File: src/rtl/pmu_pkg.sv
// Shared offsets, field positions and counter kinds of the counter unit.
// Assumes 64-bit registers on 8-byte aligned byte offsets.
package pmu_pkg;

    localparam logic [11:0] OFS_CAP   = 12'h000;
    localparam logic [11:0] OFS_OVF   = 12'h010;
    localparam logic [11:0] OFS_FRZ   = 12'h018;
    localparam logic [11:0] OFS_EVCAP = 12'h100;
    localparam logic [11:0] OFS_CFG   = 12'h200;
    localparam logic [11:0] OFS_VAL   = 12'hC00;

    // configuration field positions
    localparam int unsigned CFG_EN_BIT   = 8;
    localparam int unsigned CFG_IRQ_BIT  = 9;
    localparam int unsigned CFG_FRZ_BIT  = 10;
    localparam int unsigned CFG_MASK_LSB = 24;
    localparam int unsigned CFG_GRP_LSB  = 59;

    // capability field positions
    localparam int unsigned CAP_NCNT_LSB = 0;
    localparam int unsigned CAP_WID_LSB  = 8;
    localparam int unsigned CAP_NGRP_LSB = 20;
    localparam int unsigned CAP_VEC_LSB  = 44;
    localparam int unsigned CAP_WWF_BIT  = 48;
    localparam int unsigned CAP_FRZ_BIT  = 49;
    localparam int unsigned CAP_INT_BIT  = 50;
    localparam int unsigned CAP_VER_LSB  = 60;

    typedef enum logic [1:0] {
        KIND_FREE  = 2'd0,
        KIND_FIXED = 2'd1,
        KIND_CONF  = 2'd2
    } cnt_kind_e;

endpackage

File: src/rtl/pmu_event_sel.sv
// Per-counter increment selection.
// Group 0 is the clock-tick group: it adds mask bit 0 every cycle.
// Group 1 adds the number of event inputs that are asserted and selected
// by the mask. Any other group adds nothing.
// Assumes EVT_W fits the 32-bit mask field.
module pmu_event_sel #(
    parameter int unsigned EVT_W = 8,
    parameter int unsigned GRP_W = 1,
    parameter int unsigned INC_W = $clog2(EVT_W + 1)
) (
    input  logic [EVT_W-1:0] evt_in,
    input  logic [EVT_W-1:0] mask,
    input  logic [GRP_W-1:0] grp,
    output logic [INC_W-1:0] inc
);

    logic [EVT_W-1:0] masked;
    logic [INC_W-1:0] ones;

    // population count of the selected, asserted events
    always_comb begin
        masked = evt_in & mask;
        ones   = '0;
        for (int i = 0; i < EVT_W; i++) begin
            ones = ones + INC_W'(masked[i]);
        end
    end

    // choose the increment by event group
    always_comb begin
        if (grp == '0) begin
            inc = INC_W'(mask[0]);
        end else if (grp == GRP_W'(1)) begin
            inc = ones;
        end else begin
            inc = '0;
        end
    end

endmodule

File: src/rtl/pmu_counter.sv
// One counter slice: configuration fields, value register and wrap detection.
// IS_FIXED selects a fixed-function slice, whose mask is 1 and group is 0
// as constants, or a configurable slice with writable mask and group.
// A value write takes precedence over the increment and suppresses a wrap.
module pmu_counter
    import pmu_pkg::*;
#(
    parameter int unsigned CNT_W    = 48,
    parameter int unsigned EVT_W    = 8,
    parameter int unsigned GRP_W    = 1,
    parameter int unsigned INC_W    = $clog2(EVT_W + 1),
    parameter bit          IS_FIXED = 1'b0
) (
    input  logic             clk,
    input  logic             rst_n,
    input  logic             cfg_we,
    input  logic             val_we,
    input  logic [63:0]      wdata,
    input  logic [EVT_W-1:0] evt_in,
    input  logic             frozen,
    output logic [63:0]      cfg_img,
    output logic [CNT_W-1:0] value,
    output logic             wrap,
    output logic             irq_en,
    output logic             frz_en
);

    localparam cnt_kind_e KIND = IS_FIXED ? KIND_FIXED : KIND_CONF;

    logic             en_q;
    logic             irq_q;
    logic             fz_q;
    logic [EVT_W-1:0] mask_q;
    logic [GRP_W-1:0] grp_q;
    logic [CNT_W-1:0] value_q;
    logic [INC_W-1:0] inc;
    logic [CNT_W:0]   sum;
    logic             active;
    logic             unused_wbits;

    assign unused_wbits = ^wdata;

    // control bits common to both kinds
    always_ff @(posedge clk) begin
        if (!rst_n) begin
            en_q  <= 1'b0;
            irq_q <= 1'b0;
            fz_q  <= 1'b0;
        end else if (cfg_we) begin
            en_q  <= wdata[CFG_EN_BIT];
            irq_q <= wdata[CFG_IRQ_BIT];
            fz_q  <= wdata[CFG_FRZ_BIT];
        end
    end

    generate
        if (IS_FIXED) begin : g_fixed
            assign mask_q = EVT_W'(1);
            assign grp_q  = '0;
        end else begin : g_conf
            // writable event selection of a configurable slice
            always_ff @(posedge clk) begin
                if (!rst_n) begin
                    mask_q <= '0;
                    grp_q  <= '0;
                end else if (cfg_we) begin
                    mask_q <= wdata[CFG_MASK_LSB +: EVT_W];
                    grp_q  <= wdata[CFG_GRP_LSB +: GRP_W];
                end
            end
        end
    endgenerate

    pmu_event_sel #(
        .EVT_W (EVT_W),
        .GRP_W (GRP_W),
        .INC_W (INC_W)
    ) u_sel (
        .evt_in (evt_in),
        .mask   (mask_q),
        .grp    (grp_q),
        .inc    (inc)
    );

    assign active = en_q && !frozen;
    assign sum    = {1'b0, value_q} + (CNT_W + 1)'(inc);
    assign wrap   = active && !val_we && sum[CNT_W];

    // count value: software write, else increment while active
    always_ff @(posedge clk) begin
        if (!rst_n) begin
            value_q <= '0;
        end else if (val_we) begin
            value_q <= wdata[CNT_W-1:0];
        end else if (active) begin
            value_q <= sum[CNT_W-1:0];
        end
    end

    // read image of the configuration register
    always_comb begin
        cfg_img                          = '0;
        cfg_img[1:0]                     = KIND;
        cfg_img[CFG_EN_BIT]              = en_q;
        cfg_img[CFG_IRQ_BIT]             = irq_q;
        cfg_img[CFG_FRZ_BIT]             = fz_q;
        cfg_img[CFG_MASK_LSB +: EVT_W]   = mask_q;
        cfg_img[CFG_GRP_LSB +: GRP_W]    = grp_q;
    end

    assign value  = value_q;
    assign irq_en = irq_q;
    assign frz_en = fz_q;

endmodule

File: src/rtl/pmu_unit.sv
// Register-mapped performance counter unit.
// Decodes 64-bit aligned accesses and holds the overflow and freeze
// registers. Builds the capability words and returns registered read data.
// Counters 0..NUM_FIXED-1 are fixed clock-tick counters; the others are
// configurable. Assumes NUM_CNT <= 32 and EVT_W <= 32.
module pmu_unit
    import pmu_pkg::*;
#(
    parameter int unsigned NUM_CNT   = 4,
    parameter int unsigned CNT_W     = 48,
    parameter int unsigned EVT_W     = 8,
    parameter int unsigned NUM_FIXED = 1,
    parameter int unsigned ADDR_W    = 12,
    parameter logic [15:0] VENDOR_ID = 16'hA5C3,
    parameter logic [15:0] EVT_GID   = 16'h0010,
    parameter logic [3:0]  IRQ_VEC   = 4'd0,
    parameter logic [3:0]  VERSION   = 4'd1
) (
    input  logic              clk,
    input  logic              rst_n,
    input  logic              reg_wr,
    input  logic              reg_rd,
    input  logic [ADDR_W-1:0] reg_addr,
    input  logic [63:0]       reg_wdata,
    output logic [63:0]       reg_rdata,
    input  logic [EVT_W-1:0]  evt_in,
    output logic              irq
);

    localparam int unsigned NUM_GRP = 2;
    localparam int unsigned GRP_W   = $clog2(NUM_GRP);
    localparam int unsigned INC_W   = $clog2(EVT_W + 1);

    logic [63:0]            cfg_img [NUM_CNT];
    logic [CNT_W-1:0]       cnt_val [NUM_CNT];
    logic [NUM_CNT*CNT_W-1:0] cnt_flat;
    logic [NUM_CNT-1:0]     cfg_we;
    logic [NUM_CNT-1:0]     val_we;
    logic [NUM_CNT-1:0]     wrap;
    logic [NUM_CNT-1:0]     int_vec;
    logic [NUM_CNT-1:0]     fz_vec;
    logic [NUM_CNT-1:0]     ovf_q;
    logic [NUM_CNT-1:0]     frz_q;
    logic                   ovf_we;
    logic                   frz_we;
    logic [63:0]            cap_word;
    logic [63:0]            rd_mux;

    assign ovf_we = reg_wr && (reg_addr == ADDR_W'(OFS_OVF));
    assign frz_we = reg_wr && (reg_addr == ADDR_W'(OFS_FRZ));

    generate
        for (genvar n = 0; n < NUM_CNT; n++) begin : g_cnt
            assign cfg_we[n] = reg_wr &&
                (reg_addr == ADDR_W'(32'(OFS_CFG) + 32'(8 * n)));
            assign val_we[n] = reg_wr &&
                (reg_addr == ADDR_W'(32'(OFS_VAL) + 32'(8 * n)));

            pmu_counter #(
                .CNT_W    (CNT_W),
                .EVT_W    (EVT_W),
                .GRP_W    (GRP_W),
                .INC_W    (INC_W),
                .IS_FIXED (n < NUM_FIXED)
            ) u_cnt (
                .clk     (clk),
                .rst_n   (rst_n),
                .cfg_we  (cfg_we[n]),
                .val_we  (val_we[n]),
                .wdata   (reg_wdata),
                .evt_in  (evt_in),
                .frozen  (frz_q[n]),
                .cfg_img (cfg_img[n]),
                .value   (cnt_val[n]),
                .wrap    (wrap[n]),
                .irq_en  (int_vec[n]),
                .frz_en  (fz_vec[n])
            );

            assign cnt_flat[n*CNT_W +: CNT_W] = cnt_val[n];
        end
    endgenerate

    // sticky overflow flags, write one to clear, new wraps win
    always_ff @(posedge clk) begin
        if (!rst_n) begin
            ovf_q <= '0;
        end else begin
            ovf_q <= (ovf_q & ~(ovf_we ? reg_wdata[NUM_CNT-1:0] : '0)) | wrap;
        end
    end

    // freeze bits, set in full by a freeze-on-overflow wrap
    always_ff @(posedge clk) begin
        if (!rst_n) begin
            frz_q <= '0;
        end else begin
            if (frz_we) begin
                frz_q <= reg_wdata[NUM_CNT-1:0];
            end
            if (|(wrap & fz_vec)) begin
                frz_q <= '1;
            end
        end
    end

    assign irq = |(ovf_q & int_vec);

    // constant capability word
    always_comb begin
        cap_word                        = '0;
        cap_word[CAP_NCNT_LSB +: 5]     = 5'(NUM_CNT - 1);
        cap_word[CAP_WID_LSB +: 8]      = 8'(CNT_W);
        cap_word[CAP_NGRP_LSB +: 5]     = 5'(NUM_GRP - 1);
        cap_word[CAP_VEC_LSB +: 4]      = IRQ_VEC;
        cap_word[CAP_WWF_BIT]           = 1'b1;
        cap_word[CAP_FRZ_BIT]           = 1'b1;
        cap_word[CAP_INT_BIT]           = 1'b1;
        cap_word[CAP_VER_LSB +: 4]      = VERSION;
    end

    // read-back selection by offset; unmapped offsets give zero
    always_comb begin
        rd_mux = '0;
        if (reg_addr == ADDR_W'(OFS_CAP)) begin
            rd_mux = cap_word;
        end
        if (reg_addr == ADDR_W'(OFS_OVF)) begin
            rd_mux = 64'(ovf_q);
        end
        if (reg_addr == ADDR_W'(OFS_FRZ)) begin
            rd_mux = 64'(frz_q);
        end
        if (reg_addr == ADDR_W'(OFS_EVCAP)) begin
            rd_mux = {VENDOR_ID, 16'h0000, 32'h1};
        end
        if (reg_addr == ADDR_W'(32'(OFS_EVCAP) + 32'd8)) begin
            rd_mux = {VENDOR_ID, EVT_GID, 32'({EVT_W{1'b1}})};
        end
        for (int n = 0; n < NUM_CNT; n++) begin
            if (reg_addr == ADDR_W'(32'(OFS_CFG) + 32'(8 * n))) begin
                rd_mux = cfg_img[n];
            end
            if (reg_addr == ADDR_W'(32'(OFS_VAL) + 32'(8 * n))) begin
                rd_mux = 64'(cnt_val[n]);
            end
        end
    end

    // registered read data, one cycle after the strobe
    always_ff @(posedge clk) begin
        if (!rst_n) begin
            reg_rdata <= '0;
        end else if (reg_rd) begin
            reg_rdata <= rd_mux;
        end
    end

endmodule

File: config.mk
export PLATFORM = sky130hd
export DESIGN_NAME = pmu_unit
export DESIGN_NICKNAME = d
export VERILOG_FILES = /design/src/rtl/pmu_pkg.sv /design/src/rtl/pmu_event_sel.sv /design/src/rtl/pmu_counter.sv /design/src/rtl/pmu_unit.sv
export SDC_FILE = /design/constraint.sdc
export NUM_CORES = 1
export LEC_CHECK = 0
export BUFFER_PORTS_ARGS = -buffer_cell sky130_fd_sc_hd__buf_2
export CAP_MARGIN = 20
export CORE_MARGIN = 1.5
export CORE_UTILIZATION = 45
export DETAILED_ROUTE_END_ITERATION = 8
export PLACE_DENSITY = 0.63
export SYNTH_ARGS = -nofsm -noshare
export SYNTH_HDL_FRONTEND = slang
export SYNTH_HIERARCHICAL = 1
export SYNTH_SLANG_ARGS = --single-unit
export TNS_END_PERCENT = 20
File: constraint.sdc
create_clock -name clk -period 13.22 [get_ports clk]
set_input_delay 0.661 -clock clk [delete_from_list [all_inputs] [get_ports clk]]
set_output_delay 0.661 -clock clk [all_outputs]
set_load 0.03 [all_outputs]
### Yosys cells after proc, flatten, opt, wreduce, memory -nomap -nowiden

Cells that the tools add are included.

| storage, ports and cells | value |
|---|---|
| logic and storage cells | 135 |
| RAM bits | 0 |
| memory bits (read-only) | 0 |
| latch bits | 0 |
| input port bits | 88 |
| memories | 0 |
| output and inout port bits | 65 |
| flip-flop bits (word level) | 303 |

| operators by class | value |
|---|---|
| equality and inequality tests | 12 |
| shift operators | 0 |
| bitwise operators | 8 |
| multipliers | 0 |
| divide/modulo/power cells | 0 |
| reduce and logical (&&, ||, !) cells | 38 |
| muxes and demuxes | 27 |
| magnitude comparators | 0 |
| $add $sub $neg | 25 |

Operator list:

| operator | number |
|---|---|
| 2-to-1 mux 64 bit | 12 |
| 2-to-1 mux 48 bit | 8 |
| adder 48 x 4 -> 49 bit | 3 |
| 2-to-1 mux 61 bit | 1 |
| adder 48 x 1 -> 49 bit (second input constant) | 1 |
| adder 4 x 1 -> 4 bit | 12 |
| == test 12 x 10 -> 1 bit (second input constant) | 4 |
| == test 12 bit (second input constant) | 4 |
| AND 8 bit | 3 |
| == test 12 x 5 -> 1 bit (second input constant) | 2 |
| == test 12 x 9 -> 1 bit (second input constant) | 2 |
| 2-to-1 mux 4 bit | 6 |
| logical AND 1 bit | 22 |
| adder 3 x 1 -> 4 bit | 3 |
| AND 4 bit | 3 |
| logical NOT 12 bit | 1 |
| nonzero test 2 bit | 5 |
| adder 2 x 1 -> 3 bit | 3 |
| logical NOT 1 bit | 8 |
| OR reduction 4 bit | 2 |
| adder 1 x 1 -> 2 bit | 3 |
| NOT 4 bit | 1 |
| bitwise OR 4 bit | 1 |

### Depth between registers and ports, before layout

Gate-level depths: netlist (run 1).

| depth | value |
|---|---|
| word-level depth | 14 |
| depth in mapped cells | 19 |
| mapped depth without buffers | 18 |

### By module

Netlist (run 1), hierarchy kept.

By module, submodules not included:

| module | area each (sq um) | sequential area each (sq um) | cells each | times used |
|---|---|---|---|---|
| pmu_counter (g_cnt[2].u_cnt ...) | 3834.9 | 1201.2 | 450 | 2 |
| pmu_unit | 6806.5 | 1441.4 | 994 | 1 |
| pmu_counter (g_cnt[1].u_cnt) | 3839.9 | 1201.2 | 469 | 1 |
| pmu_counter (g_cnt[0].u_cnt) | 3588.4 | 1021.0 | 463 | 1 |
| pmu_event_sel | 226.5 | 0.0 | 28 | 4 |

### Worst setup path after synthesis (run 1)

OpenSTA, ideal clock, no wires.

| timing | value |
|---|---|
| path type | input port to flip-flop |
| from | input evt_in[0] |
| to | register g_cnt[1].u_cnt.value_q[39] |
| stages on the path | 17 |
| path buffers | 1 |
| slack | 8.329 ns |
| arrival time | 4.767 ns |
| cells stage by stage | nand2_1 > fa_1 > fa_1 > inv_1 > fa_1 > ha_1 > inv_1 > fa_1 > xnor2_1 > and2_1 > ha_1 > and4b_1 > a211oi_1 > clkbuf_1 > nor3_1 > a211oi_1 > nor3_1 |

| between the ends | value |
|---|---|
| longest elaborated chain between the ends | 12 |

RTL lines:

| item | RTL line | RTL |
|---|---|---|
| start: declaration | pmu_unit.sv:26 | `input logic [EVT_W-1:0] evt_in,` |
| AND 8 bit | pmu_event_sel.sv:22 | `masked = evt_in & mask;` |
| adder 1 x 1 -> 2 bit | pmu_event_sel.sv:25 | `ones = ones + INC_W'(masked[i]);` |
| adder 2 x 1 -> 3 bit | pmu_event_sel.sv:25 |  |
| adder 3 x 1 -> 4 bit | pmu_event_sel.sv:25 |  |
| adder 4 x 1 -> 4 bit (4 in series) | pmu_event_sel.sv:25 |  |
| 2-to-1 mux 4 bit | pmu_event_sel.sv:31 | `if (grp == '0) begin` |
| net g_cnt[1].u_cnt.inc[2] | pmu_counter.sv:36 | `logic [INC_W-1:0] inc;` |
| adder 48 x 4 -> 49 bit | pmu_counter.sv:86 | `assign sum = {1'b0, value_q} + (CNT_W + 1)'(inc);` |
| 2-to-1 mux 48 bit | pmu_counter.sv:95 | `end else if (active) begin` |
| 2-to-1 mux 48 bit | pmu_counter.sv:93 | `end else if (val_we) begin` |
| end signal: assignment | pmu_counter.sv:94 | `value_q <= wdata[CNT_W-1:0];` |
| end signal: assignment | pmu_counter.sv:96 | `value_q <= sum[CNT_W-1:0];` |
| end: declaration | pmu_counter.sv:35 | `logic [CNT_W-1:0] value_q;` |

The timed path passes the listed nets, and every way through them passes these cells. The select of a mux whose other input is x is not followed.
A chain may end at the register's enable or synchronous reset.

### Final worst setup path (run 1)

| timing | value |
|---|---|
| from | register g_cnt[3].u_cnt.mask_q[0] |
| to | register frz_q[1] |

| between the ends | value |
|---|---|
| longest elaborated chain between the ends | 14 |
| elaborated cells between the ends (all ways) | 15 |
| classes of those cells | add/sub: 8; mux: 2; bitwise: 2; reduce/logical: 3 |

RTL lines:

| item | RTL line | RTL |
|---|---|---|
| start: declaration | pmu_counter.sv:33 | `logic [EVT_W-1:0] mask_q;` |
| start signal: assignment | pmu_counter.sv:67 | `mask_q <= wdata[CFG_MASK_LSB +: EVT_W];` |
| AND 8 bit * | pmu_event_sel.sv:22 |  |
| adder 1 x 1 -> 2 bit * | pmu_event_sel.sv:25 |  |
| adder 2 x 1 -> 3 bit * | pmu_event_sel.sv:25 |  |
| adder 3 x 1 -> 4 bit * | pmu_event_sel.sv:25 |  |
| adder 4 x 1 -> 4 bit * (4 in series) | pmu_event_sel.sv:25 |  |
| 2-to-1 mux 4 bit * | pmu_event_sel.sv:31 |  |
| net g_cnt[3].u_cnt.inc[2] | pmu_counter.sv:36 |  |
| adder 48 x 4 -> 49 bit * | pmu_counter.sv:86 |  |
| logical AND 1 bit * | pmu_counter.sv:87 | `assign wrap = active && !val_we && sum[CNT_W];` |
| net wrap[3] | pmu_unit.sv:39 | `logic [NUM_CNT-1:0] wrap;` |
| AND 4 bit * | pmu_unit.sv:101 | `if (\|(wrap & fz_vec)) begin` |
| OR reduction 4 bit * | pmu_unit.sv:101 |  |
| 2-to-1 mux 4 bit / nonzero test 2 bit (equally long branches) | -- |  |
| end signal: assignment | pmu_unit.sv:99 | `frz_q <= reg_wdata[NUM_CNT-1:0];` |
| end: declaration | pmu_unit.sv:43 | `logic [NUM_CNT-1:0] frz_q;` |

The timed path passes the listed nets; every way through them passes the cells marked *.

==> results of run 1 <==
## kinds of logic (layout without fill, tap and decap cells)
logic type	after synthesis	in the layout	share of synthesized area (%)
muxes	58	58	2.65
and+or+nand+nor	907	907	23.7
buffers and inverters	494	299	12.9
DFF	303	303	26.6
AOI/OAI and AO/OA	1005	1005	26.3
other	8	233	0.132
adders and majority gates	48	48	3.29
xor gates and xnor gates	115	115	4.42
## metrics by stage
stage               setup WS, ps  hold slack [ps]  cell area, sq um
global placement            7430              479             22800
finish                      7710              475             24100
detailed placement          7340              479             22800
global route                7460              468             24100
CTS                         7750              443             24100
floorplan                   8330              481             23600
## registers in the layout, indices dropped and copies added (netlist names)
register,flops
reg_rdata,64
g_cnt.u_cnt/mask_q,24
g_cnt.u_cnt/frz_en,4
g_cnt.u_cnt/grp_q,3
g_cnt.u_cnt/value,192
g_cnt.u_cnt/irq_en,4
g_cnt.u_cnt/en_q,4
frz_q,4
ovf_q,4
## cell type report
class / instances / area, sq um
antenna: 3 / 7.51
clock buffer: 59 / 1170
clock inverter: 11 / 135
fill: 5017 / 26000
inverter: 58 / 218
multi-input combinational: 2363 / 14700
sequential: 303 / 6070
tap: 672 / 841
timing repair buffer: 171 / 962
## per-layer routing
layer	vias to the layer above	part of all wire, %	GRT usage (%)	routed length (um)
li1	10300	-	-	-
met1	10600	44	44.2	36100
met2	1075	43	45.8	35200
met3	145	10	5.55	8500
met4	4	3.4	10.6	2840
met5	-	0.031	0	26
## synth_stat cells (all sizes together), types with 28 or more instances
cell      n  area, sq um
or3      29          181
xor2     37          324
and4     39          348
o21ai   438         2200
a31oi    48          300
inv      56          210
and3     30          191
nand2   200          756
nor3     78          459
mux2i    51          510
a22oi    56          420
nand2b   47          294
nand4    92          671
nor4     33          340
nand3   108          571
nor2b    74          463
a221oi   54          479
a21oi   248         1260
buf     287         2100
dfxtp   303         6070
nor2     83          354
clkbuf  147          602
a211oi   57          428
ha       28          350
xnor2    78          683
and2     32          200
## worst reg2reg max path, stage by stage, from the launching register on
cell and delay, ps:
dfxtp_1 450, nand2_1 120, fa_1 510, fa_1 550, inv_1 60, fa_1 550, ha_1 170, inv_1 60
fa_1 380, xnor2_1 160, and2_1 170, ha_1 380, nand3_1 190, a2111oi_4 320, buf_4 260, nand4_1 150
nor2_1 350, a22o_1 290, a221oi_1 120, a21boi_0 220
## power breakdown
group          total, uW  internal [uW]  switching, uW
Combinational        159           41.7            117
Sequential           917            916           1.57
Clock               1100            652            450
## worst min-delay path by stage
stage | slack [ps] | endpoint | cells past startpoint
after CTS | 440 | g_cnt[1].u_cnt/grp_q | 3
after detailed placement | 480 | reg_rdata[9] | 2
after global placement | 480 | reg_rdata[38] | 2
after floorplan | 480 | g_cnt[0].u_cnt/value[41] | 2
after global routing | 470 | g_cnt[3].u_cnt/grp_q | 3
final | 470 | g_cnt[2].u_cnt/grp_q | 3
==> run metrics, run 1 <==
GRT Overall Usage=30.7%; r2r setup slk=7710 ps; Hold Buf Count CTS=0; VDD IR max=~0.07 mV; Buf/Inv on CP=3; CTS tree=yes; Final nets=3071; Synth Cell Area=22800 sq um; DRC=0; clock slew at reported path FFs=approximately 60 ps; relative slew slack=between 20% and 30%; Critical Path Max Stage Delay=roughly 550 ps; number of distinct library cells after synthesis=97; slowest CP cell=fa_1; Syn Inst Count=2938; H-tree levels=2; CP Capture Point=frz_q[1]; HP Class=primary input to register; Synth Area per Inst=7.76 sq um; CP Cell Sequence=nand2_1 > fa_1 > fa_1 > inv_1 > fa_1 > ha_1 > inv_1 > fa_1 > xnor2_1 > and2_1 > ha_1 > nand3_1 > a2111oi_4 > buf_4 > nand4_1 > nor2_1 > a22o_1 > a221oi_1 > a21boi_0; vias in the first global route=about 20000; root buffer cell=clkbuf_16; commonest non-fill, non-tap cell in the layout=o21ai_0; R2R depth=19; Area Overhead vs Synth=5.62%; WS Path Type=register to register; clk sink count=303; 1st-iter DRT viols=2437; CP Depth=19; global route overflow=0; Worst EP arrival=roughly 6000 ps; Layout Skew=22.4 ps; Worst Path Max Fanout=11; Cells after DPL=3566; RePlAce Congestion=0.926; Routed WL=approximately 83 mm; Yosys reg bits=303; Crit path required time=13720 ps; layout cell share with drive strength beyond 1=11.4%; setup TNS=0 ps; Yosys warnings=6; RSZ-0062 raised after global routing=no; Final Power=2180 uW; Pleak=around 0.0084 uW; Hold Vio Cnt, Final=0; most frequent CP cell=fa_1; period utilization=between 40% and 50%; worst setup path start=g_cnt[3].u_cnt/mask_q[0]; capturing point of the worst reg2reg path=frz_q[1]; async set-or-reset flop fraction in the synthesized netlist=0%; status=complete, no violations; Startpoint Class=register; most frequent cells in the layout=o21ai_0, dfxtp_1, a21oi_1; Initial Util=45.6%; Seq/Total Area, Yosys=a little over a quarter; I/O pin count=153; min Tclk post-route=about 5500 ps; WL/cell=22.7 um; Die W=228 um; maximum root-to-sink buffer count=3; initial antenna violation count=7; Die Y=228 um; Die ar.=52100 sq um; Pwr per Cell Area=90.4 nW/um^2; Max Slew Vio Count=0; Post-synth EDFFs=0; router iterations before antenna repair=8; post_cts resized=0; setup violators final=0; non-filler instance count after layout=3640; first-pass GRT wire length=125 mm; worst skew pair latency=580 ps; top_reg_cell synth=dfxtp_1; largest net degree at the start of global routing=132; drt via density=6.10; top cell family by delay on the critical path=adder cells; Antenna Nets Post-Route=0; Core ar.=50100 sq um; vias post-DR=22200; FP Rows=approximately 80; DPL Wire Length=60.2 mm; TritonCTS buffer count=38; fin util=48.1%; r2r startpoint=g_cnt[3].u_cnt/mask_q[0]; Max Clock Freq=181 MHz; setup bufs post-CTS=0; Setup crit end kind=register; Max-cap violations=0; Slew @ Worst Pin=1080 ps; hold path start=reg_wdata[59]; I/O Buffers=around 140
Power figures use the tool's default switching activity.
==> inputs of run 2 (changes only) <==
==> constraint.sdc (replaced) <==
create_clock -name clk -period 5.3 [get_ports clk]
set_input_delay 0.265 -clock clk [delete_from_list [all_inputs] [get_ports clk]]
set_output_delay 0.265 -clock clk [all_outputs]
set_load 0.03 [all_outputs]
==> run metrics, run 2 (synthesis gave the netlist of run 1 again) <==
status=complete, no violations; commonest non-fill, non-tap cell in the layout=o21ai_0; DRC=0; DPL Wire Length=61.7 mm; Pleak=0.00842 uW; min Tclk post-route=5080 ps; drt via density=6.11; first-pass GRT wire length=125 mm; Slew @ Worst Pin=1060 ps; clk sink count=303; Setup crit end kind=register; Routed WL=83.1 mm; GRT met3 Usage=around 6.3%; largest net degree at the start of global routing=96; VDD IR max=approximately 0.19 mV; Final Power=5340 uW; RePlAce Congestion=0.981; WS Path Type=register to register; Die Y=around 230 um; setup violators final=0; CP Capture Point=g_cnt[3].u_cnt/value[38]; area of the multi-input gates=14700 sq um; period utilization=95.9%; max reg flops=192; Max Slew Vio Count=0; Layout Skew=30.7 ps; Hold Buf Count CTS=0; maximum root-to-sink buffer count=3; vias post-DR=between 20000 and 25000; Area Overhead vs Synth=6.02%; initial antenna violation count=3; GR Util met1=43.8%; Filler cells=5020; setup bufs post-CTS=0; fin util=48.3%; WL/cell=about 23 um; final instance area=24200 sq um; TritonCTS buffer count=39; I/O pin count=about 150; Die W=between 200 and 250 um; relative slew slack=29.2%; HP Class=primary input to register; setup TNS=0 ps; Initial Util=around 46%; r2r setup slk=between 200 and 250 ps; DP Area=approximately 23000 sq um; GRT Overall Usage=30.9%; 1st-iter DRT viols=2316; layout cell share with drive strength beyond 1=a little under an eighth; worst skew pair latency=590 ps; Die ar.=approximately 52000 sq um; register area=6070 sq um; root buffer cell=clkbuf_16; FP Rows=between 80 and 90; Max Clock Freq=197 MHz; setup ws final=between 200 and 250 ps; Crit path required time=5810 ps; capturing point of the worst reg2reg path=g_cnt[3].u_cnt/value[38]; I/O Buffers=137; worst slack, placed=10.2 ps; global route overflow=0; Worst Path Max Fanout=10; r2r startpoint=g_cnt[3].u_cnt/mask_q[3]; Core ar.=50100 sq um; CTS tree=yes; H-tree levels=2; Antenna Nets Post-Route=0; Startpoint Class=register; most frequent cells in the layout=o21ai_0, dfxtp_1, a21oi_1; R2R depth=17; worst setup path start=g_cnt[3].u_cnt/mask_q[3]; Max-cap violations=0; router iterations before antenna repair=5; grt met2 use=47.1%; Hold Vio Cnt, Final=0; vias in the first global route=20100; clock slew at reported path FFs=approximately 60 ps; Pwr per Cell Area=221 nW/um^2; Final nets=3089; layer carrying the most global-route usage=met2; Worst EP arrival=5590 ps
==> run 2: worst max-delay path, cell delays in order, from the launching register on <==
cell	delay, ps
dfxtp_1	360
nand2_1	80
fa_1	470
fa_1	540
inv_1	50
fa_1	550
ha_1	180
inv_1	60
fa_1	370
xnor2_1	130
and2_1	160
ha_1	380
nand3_1	180
a2111oi_4	400
buf_4	270
nand2_2	110
or4_1	510
a31oi_1	180
==> run 2: layer usage <==
layer / wire (um) / vias to the layer above
li1: - / 10400
met1: 36300 / 10700
met2: 36200 / 1078
met3: 8220 / 136
met4: 2330 / 0
met5: 0 / -
==> run 2: timing repair <==
action	in CTS	in global routing
endpoints found under the hold margin	0	0
gates resized for setup	0	4
setup endpoints to repair	0	4
==> run 2: how the worst min path moves through the flow <==
stage | startpoint | cells after the start | to
5_1_grt | reg_wdata[45] | 2 | g_cnt[1].u_cnt/value[45]
3_3_place_gp | reg_rdata[9] | 2 | reg_rdata[9]
6_report | reg_wdata[59] | 3 | g_cnt[1].u_cnt/grp_q
4_1_cts | reg_wdata[59] | 3 | g_cnt[1].u_cnt/grp_q
3_5_place_dp | reg_rdata[39] | 2 | reg_rdata[39]
2_1_floorplan | reg_wdata[32] | 1 | g_cnt[0].u_cnt/value[32]
==> run 2: through the flow <==
stage	hold WS [ps]	std cells
detailed placement	475	3583
CTS	25.8	3652
finish	59.1	3657
global route	63.1	3654
floorplan	403	3160
global placement	481	3583
==> run 2: cell type report <==
| cell class | count | share of cell area (%) |
|---|---|---|
| inverters | 58 | 0.900 |
| diodes | 4 | 0.0414 |
| multi-input cells | 2363 | 60.8 |
| clock inverters | 7 | 0.419 |
| clock buffers | 62 | 4.76 |
| flip-flops and latches | 303 | 25.1 |
| repair buffers | 188 | 4.51 |
| well taps | 672 | 3.48 |
==> run 2: report_power, final <==
part	leakage (uW)	switching [uW]	internal [uW]
Combinational	0.00537	295	105
Sequential	0.00244	3.75	2290
Clock	0.000612	1100	1550
